`src/rtl/fbe_pkg.sv`:
```
package fbe_pkg;

    localparam logic [7:0] CMD_ERASE_SETUP = 8'h20;
    localparam logic [7:0] CMD_ERASE_GO    = 8'hD0;
    localparam logic [7:0] CMD_CLR_STATUS  = 8'h50;
    localparam logic [7:0] CMD_ARRAY_MODE  = 8'hFF;

    localparam int BIT_READY = 7;
    localparam int BIT_LOCK  = 1;
    localparam int BIT_VOLT  = 3;
    localparam int BIT_FAIL  = 5;

    typedef enum logic [2:0] {
        ERR_NONE    = 3'd0,
        ERR_LOCKED  = 3'd1,
        ERR_VOLT    = 3'd2,
        ERR_ERASE   = 3'd3,
        ERR_TIMEOUT = 3'd4
    } err_code_e;

    typedef enum logic [1:0] {
        PH_IDLE, PH_SETUP, PH_STROBE, PH_HOLD
    } bus_phase_e;

    typedef enum logic [2:0] {
        SQ_IDLE, SQ_CLEAR, SQ_SETUP, SQ_CONFIRM, SQ_POLL, SQ_EXIT
    } seq_state_e;

    // Priority decode of a ready status byte.
    function automatic err_code_e classify(input logic [7:0] st);
        if (st[BIT_LOCK])      return ERR_LOCKED;
        else if (st[BIT_VOLT]) return ERR_VOLT;
        else if (st[BIT_FAIL]) return ERR_ERASE;
        return ERR_NONE;
    endfunction

endpackage

```
`src/rtl/fbe_bus_cycle.sv`:
```
module fbe_bus_cycle
    import fbe_pkg::*;
#(
    parameter int ADDR_W     = 21,
    parameter int DATA_W     = 16,
    parameter int SETUP_CLKS = 2,
    parameter int PULSE_CLKS = 3,
    parameter int HOLD_CLKS  = 1
) (
    input  logic              clk,
    input  logic              rst,
    input  logic              req_i,
    input  logic              wr_i,
    input  logic [ADDR_W-1:0] addr_i,
    input  logic [DATA_W-1:0] wdata_i,
    output logic              ack_o,
    output logic [DATA_W-1:0] rdata_o,
    output logic [ADDR_W-1:0] f_addr_o,
    input  logic [DATA_W-1:0] f_dq_i,
    output logic [DATA_W-1:0] f_dq_o,
    output logic              f_dq_oe_o,
    output logic              f_ce_n_o,
    output logic              f_oe_n_o,
    output logic              f_we_n_o
);
    localparam int CW = $clog2(SETUP_CLKS + PULSE_CLKS + HOLD_CLKS + 1);

    bus_phase_e        ph;
    logic [CW-1:0]     cnt;
    logic              wr_q;
    logic [ADDR_W-1:0] addr_q;
    logic [DATA_W-1:0] wdata_q;

    always_ff @(posedge clk) begin
        if (rst) begin
            ph      <= PH_IDLE;
            cnt     <= '0;
            wr_q    <= 1'b0;
            addr_q  <= '0;
            wdata_q <= '0;
            rdata_o <= '0;
            ack_o   <= 1'b0;
        end else begin
            ack_o <= 1'b0;
            case (ph)
                PH_IDLE: if (req_i) begin
                    wr_q    <= wr_i;
                    addr_q  <= addr_i;
                    wdata_q <= wdata_i;
                    cnt     <= CW'(SETUP_CLKS - 1);
                    ph      <= PH_SETUP;
                end
                PH_SETUP: if (cnt == '0) begin
                    cnt <= CW'(PULSE_CLKS - 1);
                    ph  <= PH_STROBE;
                end else cnt <= cnt - 1'b1;
                PH_STROBE: if (cnt == '0) begin
                    if (!wr_q) rdata_o <= f_dq_i;
                    cnt <= CW'(HOLD_CLKS - 1);
                    ph  <= PH_HOLD;
                end else cnt <= cnt - 1'b1;
                PH_HOLD: if (cnt == '0) begin
                    ack_o <= 1'b1;
                    ph    <= PH_IDLE;
                end else cnt <= cnt - 1'b1;
                default: ph <= PH_IDLE;
            endcase
        end
    end

    assign f_addr_o  = addr_q;
    assign f_dq_o    = wdata_q;
    assign f_dq_oe_o = (ph != PH_IDLE) && wr_q;
    assign f_ce_n_o  = (ph == PH_IDLE);
    assign f_we_n_o  = !((ph == PH_STROBE) && wr_q);
    assign f_oe_n_o  = !((ph == PH_STROBE) && !wr_q);

    p_strobe_excl_r3: assert property (@(posedge clk) disable iff (rst)
        !(!f_we_n_o && !f_oe_n_o));
    p_strobe_in_ce_r3: assert property (@(posedge clk) disable iff (rst)
        (!f_we_n_o || !f_oe_n_o) |-> !f_ce_n_o);
    p_addr_stable_r3: assert property (@(posedge clk) disable iff (rst)
        (!f_ce_n_o && $past(!f_ce_n_o)) |-> $stable(f_addr_o));
    p_gap_between_r2: assert property (@(posedge clk) disable iff (rst)
        ack_o |-> f_ce_n_o);

endmodule

```
`src/rtl/fbe_status_eval.sv`:
```
module fbe_status_eval
    import fbe_pkg::*;
(
    input  logic [7:0] status_i,
    output logic       ready_o,
    output err_code_e  code_o
);
    always_comb begin
        ready_o = status_i[BIT_READY];
        code_o  = classify(status_i);
    end
endmodule

```
`src/rtl/fbe_sequencer.sv`:
```
module fbe_sequencer
    import fbe_pkg::*;
#(
    parameter int ADDR_W     = 21,
    parameter int DATA_W     = 16,
    parameter int BLK_SHIFT  = 15,
    parameter int CNT_W      = 8,
    parameter int SETUP_CLKS = 2,
    parameter int PULSE_CLKS = 3,
    parameter int HOLD_CLKS  = 1,
    parameter int POLL_LIMIT = 1024
) (
    input  logic                        clk,
    input  logic                        rst,
    input  logic                        start_i,
    input  logic [ADDR_W-BLK_SHIFT-1:0] first_blk_i,
    input  logic [CNT_W-1:0]            blk_cnt_i,
    input  logic                        check_each_i,
    output logic [ADDR_W-1:0]           f_addr_o,
    input  logic [DATA_W-1:0]           f_dq_i,
    output logic [DATA_W-1:0]           f_dq_o,
    output logic                        f_dq_oe_o,
    output logic                        f_ce_n_o,
    output logic                        f_oe_n_o,
    output logic                        f_we_n_o,
    output logic                        busy_o,
    output logic                        done_o,
    output logic                        pass_o,
    output logic [2:0]                  err_o,
    output logic [ADDR_W-BLK_SHIFT-1:0] fail_blk_o
);
    localparam int BLK_W = ADDR_W - BLK_SHIFT;
    localparam int PC_W  = $clog2(POLL_LIMIT + 1);

    seq_state_e        st;
    logic              pend;
    logic [BLK_W-1:0]  cur_blk;
    logic [CNT_W-1:0]  remaining;
    logic [PC_W-1:0]   poll_cnt;
    logic              each_q;
    logic              owe_clear;
    err_code_e         err_q;
    logic              pass_q;
    logic              done_q;
    logic [BLK_W-1:0]  fail_q;

    logic              bus_req, bus_wr, bus_ack;
    logic [7:0]        bus_cmd;
    logic [ADDR_W-1:0] bus_addr;
    logic [DATA_W-1:0] bus_rdata;
    logic              ev_ready;
    err_code_e         ev_code;
    logic              last_blk;

    always_comb begin
        bus_req  = (st != SQ_IDLE) && !pend;
        bus_wr   = (st != SQ_POLL);
        bus_addr = {cur_blk, {BLK_SHIFT{1'b0}}};
        case (st)
            SQ_CLEAR:   bus_cmd = CMD_CLR_STATUS;
            SQ_SETUP:   bus_cmd = CMD_ERASE_SETUP;
            SQ_CONFIRM: bus_cmd = CMD_ERASE_GO;
            default:    bus_cmd = CMD_ARRAY_MODE;
        endcase
        last_blk = (remaining == CNT_W'(1));
    end

    fbe_bus_cycle #(
        .ADDR_W(ADDR_W), .DATA_W(DATA_W), .SETUP_CLKS(SETUP_CLKS),
        .PULSE_CLKS(PULSE_CLKS), .HOLD_CLKS(HOLD_CLKS)
    ) u_bus (
        .clk(clk), .rst(rst),
        .req_i(bus_req), .wr_i(bus_wr), .addr_i(bus_addr),
        .wdata_i({{(DATA_W-8){1'b0}}, bus_cmd}),
        .ack_o(bus_ack), .rdata_o(bus_rdata),
        .f_addr_o(f_addr_o), .f_dq_i(f_dq_i), .f_dq_o(f_dq_o),
        .f_dq_oe_o(f_dq_oe_o), .f_ce_n_o(f_ce_n_o),
        .f_oe_n_o(f_oe_n_o), .f_we_n_o(f_we_n_o)
    );

    fbe_status_eval u_eval (
        .status_i(bus_rdata[7:0]), .ready_o(ev_ready), .code_o(ev_code)
    );

    always_ff @(posedge clk) begin
        if (rst) begin
            st        <= SQ_IDLE;
            pend      <= 1'b0;
            cur_blk   <= '0;
            remaining <= '0;
            poll_cnt  <= '0;
            each_q    <= 1'b0;
            owe_clear <= 1'b0;
            err_q     <= ERR_NONE;
            pass_q    <= 1'b0;
            done_q    <= 1'b0;
            fail_q    <= '0;
        end else begin
            done_q <= 1'b0;
            if (bus_req) pend <= 1'b1;
            case (st)
                SQ_IDLE: if (start_i) begin
                    cur_blk   <= first_blk_i;
                    remaining <= (blk_cnt_i == '0) ? CNT_W'(1) : blk_cnt_i;
                    each_q    <= check_each_i;
                    err_q     <= ERR_NONE;
                    pass_q    <= 1'b0;
                    fail_q    <= '0;
                    st        <= owe_clear ? SQ_CLEAR : SQ_SETUP;
                end
                SQ_CLEAR: if (bus_ack) begin
                    pend      <= 1'b0;
                    owe_clear <= 1'b0;
                    st        <= SQ_SETUP;
                end
                SQ_SETUP: if (bus_ack) begin
                    pend <= 1'b0;
                    st   <= SQ_CONFIRM;
                end
                SQ_CONFIRM: if (bus_ack) begin
                    pend     <= 1'b0;
                    poll_cnt <= '0;
                    st       <= SQ_POLL;
                end
                SQ_POLL: if (bus_ack) begin
                    pend <= 1'b0;
                    if (!ev_ready) begin
                        if (poll_cnt == PC_W'(POLL_LIMIT - 1)) begin
                            err_q  <= ERR_TIMEOUT;
                            fail_q <= cur_blk;
                            st     <= SQ_EXIT;
                        end else poll_cnt <= poll_cnt + 1'b1;
                    end else if ((each_q || last_blk) && ev_code != ERR_NONE) begin
                        err_q  <= ev_code;
                        fail_q <= cur_blk;
                        st     <= SQ_EXIT;
                    end else if (last_blk) begin
                        st <= SQ_EXIT;
                    end else begin
                        cur_blk   <= cur_blk + 1'b1;
                        remaining <= remaining - 1'b1;
                        st        <= SQ_SETUP;
                    end
                end
                SQ_EXIT: if (bus_ack) begin
                    pend      <= 1'b0;
                    done_q    <= 1'b1;
                    pass_q    <= (err_q == ERR_NONE);
                    owe_clear <= (err_q != ERR_NONE);
                    st        <= SQ_IDLE;
                end
                default: st <= SQ_IDLE;
            endcase
        end
    end

    assign busy_o     = (st != SQ_IDLE);
    assign done_o     = done_q;
    assign pass_o     = pass_q;
    assign err_o      = err_q;
    assign fail_blk_o = fail_q;

    p_done_pulse_r9: assert property (@(posedge clk) disable iff (rst)
        done_o |=> !done_o);
    p_done_idle_r9: assert property (@(posedge clk) disable iff (rst)
        done_o |-> (!busy_o && $past(busy_o)));
    p_poll_bound_r6: assert property (@(posedge clk) disable iff (rst)
        poll_cnt < PC_W'(POLL_LIMIT));
    p_lock_first_r4: assert property (@(posedge clk) disable iff (rst)
        (st == SQ_POLL && bus_ack && bus_rdata[7] && bus_rdata[1] && each_q)
        |=> (err_o == 3'd1));
    p_clear_first_r8: assert property (@(posedge clk) disable iff (rst)
        ($rose(busy_o) && owe_clear) |-> (st == SQ_CLEAR));

endmodule

```
`config.mk`:
```
export PLATFORM = sky130hd
export DESIGN_NAME = fbe_sequencer
export DESIGN_NICKNAME = d
export VERILOG_FILES = /design/src/rtl/fbe_pkg.sv /design/src/rtl/fbe_bus_cycle.sv /design/src/rtl/fbe_status_eval.sv /design/src/rtl/fbe_sequencer.sv
export SDC_FILE = /design/constraint.sdc
export NUM_CORES = 1
export LEC_CHECK = 0
export BUFFER_PORTS_ARGS = -buffer_cell sky130_fd_sc_hd__buf_2
export CAP_MARGIN = 0
export CELL_PAD_IN_SITES_DETAIL_PLACEMENT = 0
export CELL_PAD_IN_SITES_GLOBAL_PLACEMENT = 1
export CORE_ASPECT_RATIO = 0.75
export CORE_UTILIZATION = 43
export DETAILED_ROUTE_END_ITERATION = 8
export PLACE_DENSITY_LB_ADDON = 0.12
export SYNTH_ARGS = -nofsm -noshare
export SYNTH_HDL_FRONTEND = slang
export SYNTH_SLANG_ARGS = --single-unit
```
`constraint.sdc`:
```
create_clock -name clk -period 4.1 [get_ports clk]
set_input_delay 0.615 -clock clk [delete_from_list [all_inputs] [get_ports clk]]
set_output_delay 0.615 -clock clk [all_outputs]
set_load 0.005 [all_outputs]
```
=== Word-level counts from Yosys, hierarchy flattened ===
Index checks and enable logic that the tools add are counted.
W data, S select, Z words.

* Add/subtract/negate cells: 4
* Multipliers: 0
* Div/mod/pow operators: 0
* $lt $le $gt $ge: 0
* Equality and inequality tests: 29
* Shift-type cells: 0
* Muxes and demuxes: 71
* Bitwise operators: 3
* Reductions and logical operators: 37

{| class="wikitable"
|+ Operators with widths
! cell !! number
|-
| $mux W3 || 23
|-
| $mux W6 || 10
|-
| $mux W8 || 6
|-
| $mux W11 || 4
|-
| $pmux W6 S2 || 2
|-
| $pmux W8 S3 || 1
|-
| $pmux W11 S2 || 1
|-
| $ne A2 B1 Y1 const B || 10
|-
| $pmux W3 S6 || 1
|-
| $pmux W8 S2 || 1
|-
| $mux W1 || 12
|-
| $ne A2 B2 Y1 const B || 6
|-
| $pmux W3 S4 || 1
|-
| $add A11 B1 Y11 const B || 1
|-
| $eq A11 B10 Y1 const B || 1
|-
| $mux W2 || 5
|-
| $reduce_and A5 Y1 || 2
|-
| $reduce_bool A2 Y1 || 5
|-
| $logic_not A3 Y1 || 3
|-
| $reduce_and A3 Y1 || 3
|-
| $reduce_bool A3 Y1 || 3
|-
| $eq A8 B1 Y1 const B || 1
|-
| $logic_not A8 Y1 || 1
|-
| $pmux W2 S4 || 1
|-
| 23 further kinds || 40
|}

* Flip-flop bits (word level): 71
* Bits in latches: 0
* Memory bits (writable): 0
* Memory bits (read-only): 0
* Memories: 0

=== Longest topological paths before layout ===
Gate-level depths: netlist (run 1).

* Depth in word-level cells: 10
* Gate-level depth with buffers: 7

=== By module ===
A second synthesis (run 1) with hierarchy kept.

* Cell total of the unflattened synthesis: 591
* Area total of the unflattened synthesis: 4644.5 µm²

{| class="wikitable"
|+ By module, submodules not included
! module !! instances !! cells an instance !! area an instance (µm²) !! seq. area each (µm²)
|-
| fbe_sequencer || 1 || 298 || 2328.5 || 840.8
|-
| fbe_bus_cycle || 1 || 286 || 2278.4 || 1201.2
|-
| fbe_status_eval || 1 || 7 || 37.5 || 0.0
|}

=== Least setup slack after synthesis (run 1) ===
Ideal clock, no wire load.

* Path type: register -> register
* Start: register remaining[1]
* End: register fail_q[2], in the netlist fail_blk_o[2]
* Setup time: 0.123 ns
* Data arrival time: 1.854 ns
* Slack: 2.123 ns
* Cell stages (with the launch flop): 8
* Clock period less this slack: 1.977 ns
* Cell sequence: dfxtp_1 > inv_1 > ha_1 > or3b_2 > o211ai_2 > and3_1 > buf_6 > mux2_1

* Cells in the longest elaborated chain, start to end: 5

{| class="wikitable"
|+ RTL lines
! what !! RTL line !! RTL
|-
| start: declaration || fbe_sequencer.sv:38 || <nowiki>logic [CNT_W-1:0] remaining;</nowiki>
|-
| start signal: assignment || fbe_sequencer.sv:104 || <nowiki>remaining <= (blk_cnt_i == '0) ? CNT_W'(1) : blk_cnt_i;</nowiki>
|-
| start signal: assignment || fbe_sequencer.sv:141 || <nowiki>remaining <= remaining - 1'b1;</nowiki>
|-
| $eq A8 B1 Y1 || fbe_sequencer.sv:65 || <nowiki>last_blk = (remaining == CNT_W'(1));</nowiki>
|-
| $logic_or A1 B1 Y1 || fbe_sequencer.sv:133 || <nowiki>end else if ((each_q || last_blk) && ev_code != ERR_NONE) begin</nowiki>
|-
| $logic_and A1 B1 Y1 || fbe_sequencer.sv:133 ||
|-
| $ne A3 B3 Y1 (no line) || - ||
|-
| $reduce_and A5 Y1 (no line) || - ||
|-
| end signal: assignment || fbe_sequencer.sv:130 || <nowiki>fail_q <= cur_blk;</nowiki>
|-
| end signal: assignment || fbe_sequencer.sv:135 || <nowiki>fail_q <= cur_blk;</nowiki>
|-
| end: declaration || fbe_sequencer.sv:45 || <nowiki>logic [BLK_W-1:0] fail_q;</nowiki>
|}

No other way between the ends.
A chain may end at the register's enable or synchronous reset.

=== Worst setup path in the final report (run 1) ===
* Start: register st[1]
* End: register fail_q[2], in the netlist fail_blk_o[2]

* Cells in the longest elaborated chain, start to end: 3
* Elaborated cells between the ends (all ways): 9

{| class="wikitable"
|+ RTL lines
! what !! RTL line !! RTL
|-
| start: declaration || fbe_sequencer.sv:35 || <nowiki>seq_state_e st;</nowiki>
|-
| start signal: assignment || fbe_sequencer.sv:109 || <nowiki>st <= owe_clear ? SQ_CLEAR : SQ_SETUP;</nowiki>
|-
| $eq A3 B3 Y1 / $logic_not A3 Y1 (equally long branches) || fbe_sequencer.sv:101 || <nowiki>case (st)</nowiki>
|-
| $ne A3 B3 Y1 (no line), or another cell as far along || - ||
|-
| $reduce_and A5 Y1 (no line) || - ||
|}

Several ways; a longest one is shown, not always the timed one.

==> results of run 1 <==
==> stage by stage <==
step	util [%]	std cells	power [mW]	instance area, um2	hold slack, ns
finish	51.3	585	1.99	4130	0.444
global placement	47.7	569	1.24	3840	0.428
CTS	51.3	585	2.00	4130	0.447
detailed placement	47.7	569	1.24	3840	0.440
global route	51.3	585	2.10	4130	0.464
floorplan	-	461	1.13	3740	0.423
==> cells by family (layout without fill, tap and decap cells) <==
logic type	after synthesis	count (layout)	synth area share (%)
multiplexers	17	17	4.68
XOR/XNOR	1	1	0.239
AND/OR/NAND/NOR	171	171	25.5
flip-flops	63	63	34.4
other	1	23	0.102
buffers and inverters	69	88	10.7
adder cells (fa/ha/maj)	10	10	3.42
AO/OA/AOI/OAI	107	107	21.0
==> power breakdown <==
part	internal (mW)	switching (mW)	total, mW	leakage [nW]
Combinational	0.186	0.302	0.487	0.971
Clock	0.484	0.269	0.753	0.146
Sequential	0.674	0.0729	0.747	0.512
==> cells in the final DEF, fill, tap and decap left out, types with 15 or more instances in the layout <==
cell	Yosys	final
nor3_1	15	15
buf_2	3	51
mux2i_1	16	16
nand3_1	15	15
inv_1	17	17
nor2_1	27	27
a21oi_1	27	27
nand2_1	44	44
conb_1	1	23
dfxtp_1	63	63
==> final cells by class <==
cell class | count | area share [%]
tap | 105 | 3.18
multi-input combinational | 329 | 50.8
timing repair buffer | 55 | 6.90
sequential | 63 | 30.5
clock buffer | 12 | 5.97
inverter | 17 | 1.54
clock inverter | 4 | 1.09
==> registers in the layout, summed over array words and instances (netlist names), 3 cells and up <==
| register | cells |
|---|---|
| u_bus.f_dq_o | 4 |
| remaining | 8 |
| poll_cnt | 11 |
| u_bus.f_addr_o | 6 |
| u_bus.rdata_o | 4 |
| err_o | 3 |
| u_bus.cnt | 3 |
| cur_blk | 6 |
| st | 3 |
| fail_blk_o | 6 |
==> metal layers <==
metal | global-route usage (%) | vias up | wire length, um
met4 | 8.51 | 0 | 129
li1 | - | 1647 | -
met1 | 30.1 | 1553 | 4620
met2 | 30.9 | 77 | 3760
met5 | 0 | - | 0
met3 | 5.24 | 13 | 423
==> worst max-delay path by stage <==
stage	startpoint	to	slack, ns	cells past startpoint
CTS	st[1]	fail_blk_o[2]	1.58	4
global route	st[2]	poll_cnt[6]	1.43	4
floorplan	remaining[1]	fail_blk_o[2]	2.12	7
finish	st[1]	fail_blk_o[2]	1.57	4
global placement	st[1]	fail_blk_o[2]	1.61	4
detailed placement	st[1]	fail_blk_o[2]	1.59	4
==> critical path: cells and delay by family, from the launching register on <==
family	cells	cell delay, ns
flops	1	0.83
mux	1	0.36
simple gates	2	0.87
compound gates	1	0.35
==> results.md, run 1 <==
- The number of detailed-routing iterations run before antenna repair is 4.
- The signal on the critical path passes through and4bb_2 > a211oi_1 > and3_1 > mux2_1.
- The floorplan core area is 0.00806 mm2.
- The largest single stage delay on the critical path is 0.83 ns.
- The wire length of the first global-routing pass is 14600 um.
- Buffers added to address setup during post-CTS repair amount to 0.
- The synthesized design contains 0 enable-type register cells.
- The number of antenna diodes is 0.
- The path with the worst hold slack has its endpoint at poll_cnt[10].
- After synthesis, the cell types taking the most area are dfxtp_1 (34%), buf_4 (5.7%), nand2_1 (4.5%).
- The transition at the pin with the smallest max-transition slack is 0.845 ns.
- The multi-input combinational cells in the finished layout cover a total of 0.00210 mm2.
- For this design the static power due to leakage is 1.63 nW.
- Of the post-synthesis cell area, the dominant cell type holds 34.4%.
- The clock period could shrink to approximately 2.5 ns.
- After layout, the worst path uses 61.6% of the clock period.
- The startpoint of the worst-slack reg-to-reg timing path is st[1].
- The detail route stage leaves a number of antenna-violating nets equal to 0.
- The die outline area is between 0.008 and 0.009 mm2.
- At the end of routability-driven placement, the weighted congestion stood at slightly below 0.8.
- The post-synthesis register bit count is 63.
- For this run, the register share of the synthesized area comes to 34.4%.
- Detailed placement finished with a half-perimeter wire length of 6230 um.
- Yosys mapped the design onto 67 distinct sky130hd cell types.
- The overall die width is 109 um.
- The hold buffer count at CTS is 0.
- The layout has 818 filler cells.
- The peak supply drop is 249 uV.
- The clock passes through at most 2 buffers.
- The synthesized netlist occupies a cell area of 0.00366 mm2.
- Once routing completed, OpenROAD measured the worst setup slack at ~1.6 ns.
- For this run, design rule violations remaining after detail routing come to 0.
- The total count of max-transition violations in the final report came to 0.
- The DRC marker count from the first detailed-route iteration is 150.
- The via total after detailed routing is 3290.
- The number of stages on the worst hold path is 1.
- The clock tree from TritonCTS is built.
- The flow ran to the end, and the final reports show no timing, DRC or antenna violations.
- The final hold violation count is 0.
- By instance count, the leading cell after synthesis is dfxtp_1.
- The endpoint identified for the worst register-to-register timing path is fail_blk_o[2].
- Setup violations remaining at the end of the flow were counted as 0.
- The worst register-to-register path has a depth of 4.
- The kind of capture point of the worst setup path is a flip-flop.
- For the final routed database, the setup TNS stands at 0 ns.
- Ranked by instance count, the synthesized netlist is headed by dfxtp_1 (63), nand2_1 (44), buf_4 (28).
- The number of buffers created by CTS is 9.
- The reported max-cap violation count is 0.
- For the final database, setup skew stands at between 0.007 and 0.008 ns.
- The path class of the lowest-slack min-delay path is reg2reg.
- The net count of the finished layout is approximately 520.
- The flop-to-flop setup slack is 1.57 ns.
- In this run the most critical hold path is launched from poll_cnt[10].
- The cell row count is 28.
- STA classifies the critical path startpoint as a flip-flop.
- The maximum number of pins on one net before global-route repair is 45.
- For this run the aggregate overflow at the end of global routing stands at 0.
- In this run the power density over the cells is 481 mW/mm2.
- After clock tree synthesis, the clock-pin slew on the worst setup and hold paths is around 0.050 ns.
- Setup repair after global routing left no endpoint under its margin.
- The share of cells above drive strength 1 is 17.5%.
- Once the floorplan was initialized, standard cells occupied 45.5% of the core.
- The maximum operating frequency is 396 MHz.
- In this run the tightest slew margin relative to its limit is 43.3%.
- The via count of the first global-routing pass is 2876.
- The worst setup path is of the reg2reg kind.
- The clock network latency to the later pin of the worst-skew pair is 0.33 ns.
- The overall die height is 81.9 um.
- STA puts the critical path data arrival time at approximately 2.7 ns.
- 87 I/O pins were placed.
- The final wirelength is 8930 um.
- Among all stages on the critical path, the largest delay is contributed by dfxtp_1.
- During synthesis, Yosys emitted a total of 0 warnings.
- The required time of the critical path is 4.31 ns.
- The async set-or-reset flop fraction in the synthesized netlist is 0%.
- The number of H-tree levels is 3.
- The initial antenna violation count was 0.
- The number of I/O port buffers is 51.
- The global-route total usage across every layer is 21.4%.
- The number of sinks on the clock net is 63.
- The routed length per instance is 15.3 um.
- The average via count per standard cell is 5.62.
- The primary flip-flop cell chosen by synthesis mapping is dfxtp_1.
- After clock tree synthesis, the repair step resized 0 gates.
- The area overhead of the layout relative to synthesis is 12.8%.
- Along the worst path, the maximum fanout reaches 23.
- A synthesized cell averages 8.34 um2.
- The synthesized design spends more area on one cell type than any other, namely dfxtp_1.
- At the placement stage, the worst setup path has a slack of 1.59 ns.
- The number of standard cells after synthesis is 439.
- Across the whole layout, storage elements account for about 0.0013 mm2.
- The clock root buffer is clkbuf_16.
Note: power is estimated with default switching activity, not from simulation.
==> run 2: changes to the inputs <==
- CORE_UTILIZATION: 43 -> 40
- clock period: 4.1 -> 2.5 ns (I/O delays scaled with it)
==> run 2 against run 1 <==
Against the previous run:
- register-to-register slack got worse by 1.3 ns
- via count is 1.5% higher
- global-route usage fell by 0.95 points
- clock skew shrank 0.0033 ns
==> results.md, run 2 (same netlist as run 1, synthesis figures left out) <==
- The final setup slack of the worst path is 0.298 ns (was 1.57 ns).
- The internal portion of total power came to 2.45 mW (was 1.34 mW).
- The type of element launching the critical path was a flip-flop (unchanged).
- The peak supply drop is 473 uV (was 249 uV).
- The power density normalized to cell area is 821 mW/mm2 (was 481 mW/mm2).
- The via count of the first global-routing pass is 2974 (was 2876).
- The DRC violations left came to 0 (unchanged).
- The met3 usage in global routing came to 5.21% (was 5.24%).
- The number of H-tree levels came to 3 (unchanged).
- The net count of the finished layout is 533 (was 519).
- The kind of capture point of the worst setup path is a flip-flop (unchanged).
- The number of fill cells is 857 (was 818).
- The clock tree from TritonCTS is built (unchanged).
- The required time of the critical path is 2.70 ns (was 4.31 ns).
- The post-route fraction of the period consumed by the critical path is 88.1% (was 61.6%).
- The reported max-cap violation count is 0 (unchanged).
- Registers with the most flip-flops: poll_cnt: 11 flops, remaining: 8 flops (unchanged).
- The met1 track demand over resource in global routing is 29.3% (was 30.1%).
- The total global routing overflow is 0 (unchanged).
- The average via count per standard cell is 5.54 (was 5.62).
- The routed length per instance is 15.3 um (about the same).
- The number of flip-flops in the largest register is 11 (unchanged).
- The maximum buffer depth of the clock tree came to 2 (unchanged).
- The shortest clock period the worst path allows after layout is 2.20 ns (was 2.53 ns).
- The wire length of the first global-routing pass is 15200 um (was 14600 um).
- Critical Path, Cell by Cell: inv_1 > ha_1 > or3b_2 > o211a_1 > o211ai_4 > o22ai_1 (was and4bb_2 > a211oi_1 > and3_1 > mux2_1).
- The number of buffers created by CTS was 9 (unchanged).
- The global-route total usage across every layer is 20.4% (was 21.4%).
- The final wirelength is 9230 um (was 8930 um).
- The clock network latency to the later pin of the worst-skew pair is 0.33 ns (about the same).
- The leakage power is 1.72 nW (was 1.63 nW).
- Result of the run: finished clean (unchanged).
- The met2 demand-to-capacity share in global routing came to 29.4% (was 30.9%).
- The floorplan core area was 0.00867 mm2 (was 0.00806 mm2).
- The number of sinks on the clock net is 63 (unchanged).
- The max-slew headroom at the worst pin is 51.4% (was 43.3%).
- The hold buffer count at CTS was 0 (unchanged).
- The register share of total power was 34.1% (was 37.6%).
- The total count of max-transition violations in the final report is 0 (unchanged).
- The number of detailed-routing iterations run before antenna repair is 5 (was 4).
- Setup repair after global routing missed its margin: no (unchanged).
- The clock root buffer is clkbuf_16 (unchanged).
- The routability congestion estimate from global placement came to 0.803 (was 0.781).
- The maximum number of pins on one net before global-route repair is 25 (was 45).
- The final hold violation count is 0 (unchanged).
- The relative contribution of combinational cells to total power came to 24.7% (was 24.5%).
- The cell row count is 29 (was 28).
- The buffers inserted during post-CTS setup optimization is 0 (unchanged).
- The maximum operating frequency was 454 MHz (was 396 MHz).
- The worst-path cell with the longest stage delay is or3b_2 (was dfxtp_1).
- The transition at the pin with the smallest max-transition slack is 0.724 ns (was 0.845 ns).
- The post-placement worst setup slack is 0.317 ns (was 1.59 ns).
- The most common cell after layout, fill and taps aside is dfxtp_1 (unchanged).
- The count of antenna-violating nets left after detailed routing is 0 (unchanged).
- The largest fanout on the critical path is 9 (was 23).
- The number of top-level pins is 87 (unchanged).
- The initial antenna violation count was 0 (unchanged).
- The area overhead of the layout relative to synthesis is 17.6% (was 12.8%).
- The number of antenna diodes is 0 (unchanged).
- The overall die height is 84.9 um (was 81.9 um).
- The share of cells above drive strength 1 is 20.2% (was 17.5%).
- The DRC marker count from the first detailed-route iteration was 223 (was 150).
- The biggest cell delay along the critical path is 0.52 ns (was 0.83 ns).
- The clock skew after layout is 0.00407 ns (was 0.00736 ns).
- The setup TNS is 0 ns (unchanged).
- The register bank with the most flops is poll_cnt (unchanged).
- The power share of the clock group is 41.2% (was 37.9%).
- Highest-count cells in the layout ignoring fill and taps: dfxtp_1 (63), buf_2 (51), nand2_1 (44) (unchanged).
- The critical path class was reg2reg (unchanged).
- The placed cell area was 0.00396 mm2 (was 0.00384 mm2).
- The via total after detailed routing was 3338 (was 3290).
- The overall die width is 112 um (was 109 um).
- The fraction of power spent switching nets is 30.8% (was 32.4%).
- The die outline area is 0.00955 mm2 (was 0.00889 mm2).
- The setup violation total in the final timing report came to 0 (unchanged).
- The number of I/O port buffers was 51 (unchanged).
- The count of cells resized by post-cts repair is 0 (unchanged).
- The path class of the lowest-slack min-delay path is in2reg (was reg2reg).
- The effective utilization at floorplan is 42.2% (was 45.5%).
- The global-route layer with the greatest usage is met2 (unchanged).
- The sum of net half-perimeters after detailed placement came to 6740 um (was 6230 um).
- The post-CTS clock slew at the launch and capture registers of the worst setup and hold paths was 0.05 ns (about the same).
- The net load switching power came to 1.09 mW (was 0.644 mW).
- The data arrival time of the critical path is 2.40 ns (was 2.74 ns).
- The post-layout instance area came to 0.00431 mm2 (was 0.00413 mm2).
## run 2: cell count changes in the layout (fill, tap and decap cells not counted), sizes merged
cell	previous run	this run
buf	55	69
clkbuf	12	10
bufinv	1	3
clkinvlp	0	1
clkinv	3	2
## run 2: worst paths after layout
kind                                    from          endpoint  slack (ns)  cells after the start
worst max register to register  remaining[1]      remaining[0]        0.30                      6
worst min-delay path               f_dq_i[7]  u_bus.rdata_o[7]        0.29                      3
worst max-delay path            remaining[1]      remaining[0]        0.30                      6
worst min register to register  poll_cnt[10]      poll_cnt[10]        0.44                      1
## run 2: power by group through the flow
stage,sequential (mW),clock [mW],combinational [mW]
6_report,1.21,1.46,0.874
5_1_grt,1.22,1.54,0.979
4_1_cts,1.21,1.49,0.871
3_5_place_dp,1.23,0,0.867
3_3_place_gp,1.23,0,0.862
2_1_floorplan,1.20,0,0.653
## run 2: worst max-delay path, delay by kind of cell (launching register included)
family          cells  cell delay, ns
compound gates      3            0.91
fa+ha+maj           1            0.16
buf+inv             1            0.11
flops               1            0.36
simple gates        1            0.52
## run 2: cell type report
cell class,count,area (um2),area share (%)
Multi-Input combinational cell,329,2100,48.7
Clock inverter,6,108,2.50
Inverter,17,63.8,1.48
Tap cell,108,135,3.14
Timing Repair Buffer,69,403,9.35
Clock buffer,10,239,5.55
Sequential cell,63,1260,29.3
## run 2: per-stage QoR
stage	power [mW]	instances	hold WS (ns)	util, %
2_1_floorplan	1.85	461	0.423	-
6_report	3.54	602	0.289	49.7
3_3_place_gp	2.09	586	0.429	45.7
5_1_grt	3.74	602	0.291	49.7
3_5_place_dp	2.10	586	0.436	45.7
4_1_cts	3.57	602	0.282	49.7
## run 2: per-layer routing
layer	part of all wire, %	vias to the layer above
met5	0	-
met3	4.7	10
met1	53	1571
met4	1.4	0
li1	-	1672
met2	41	85
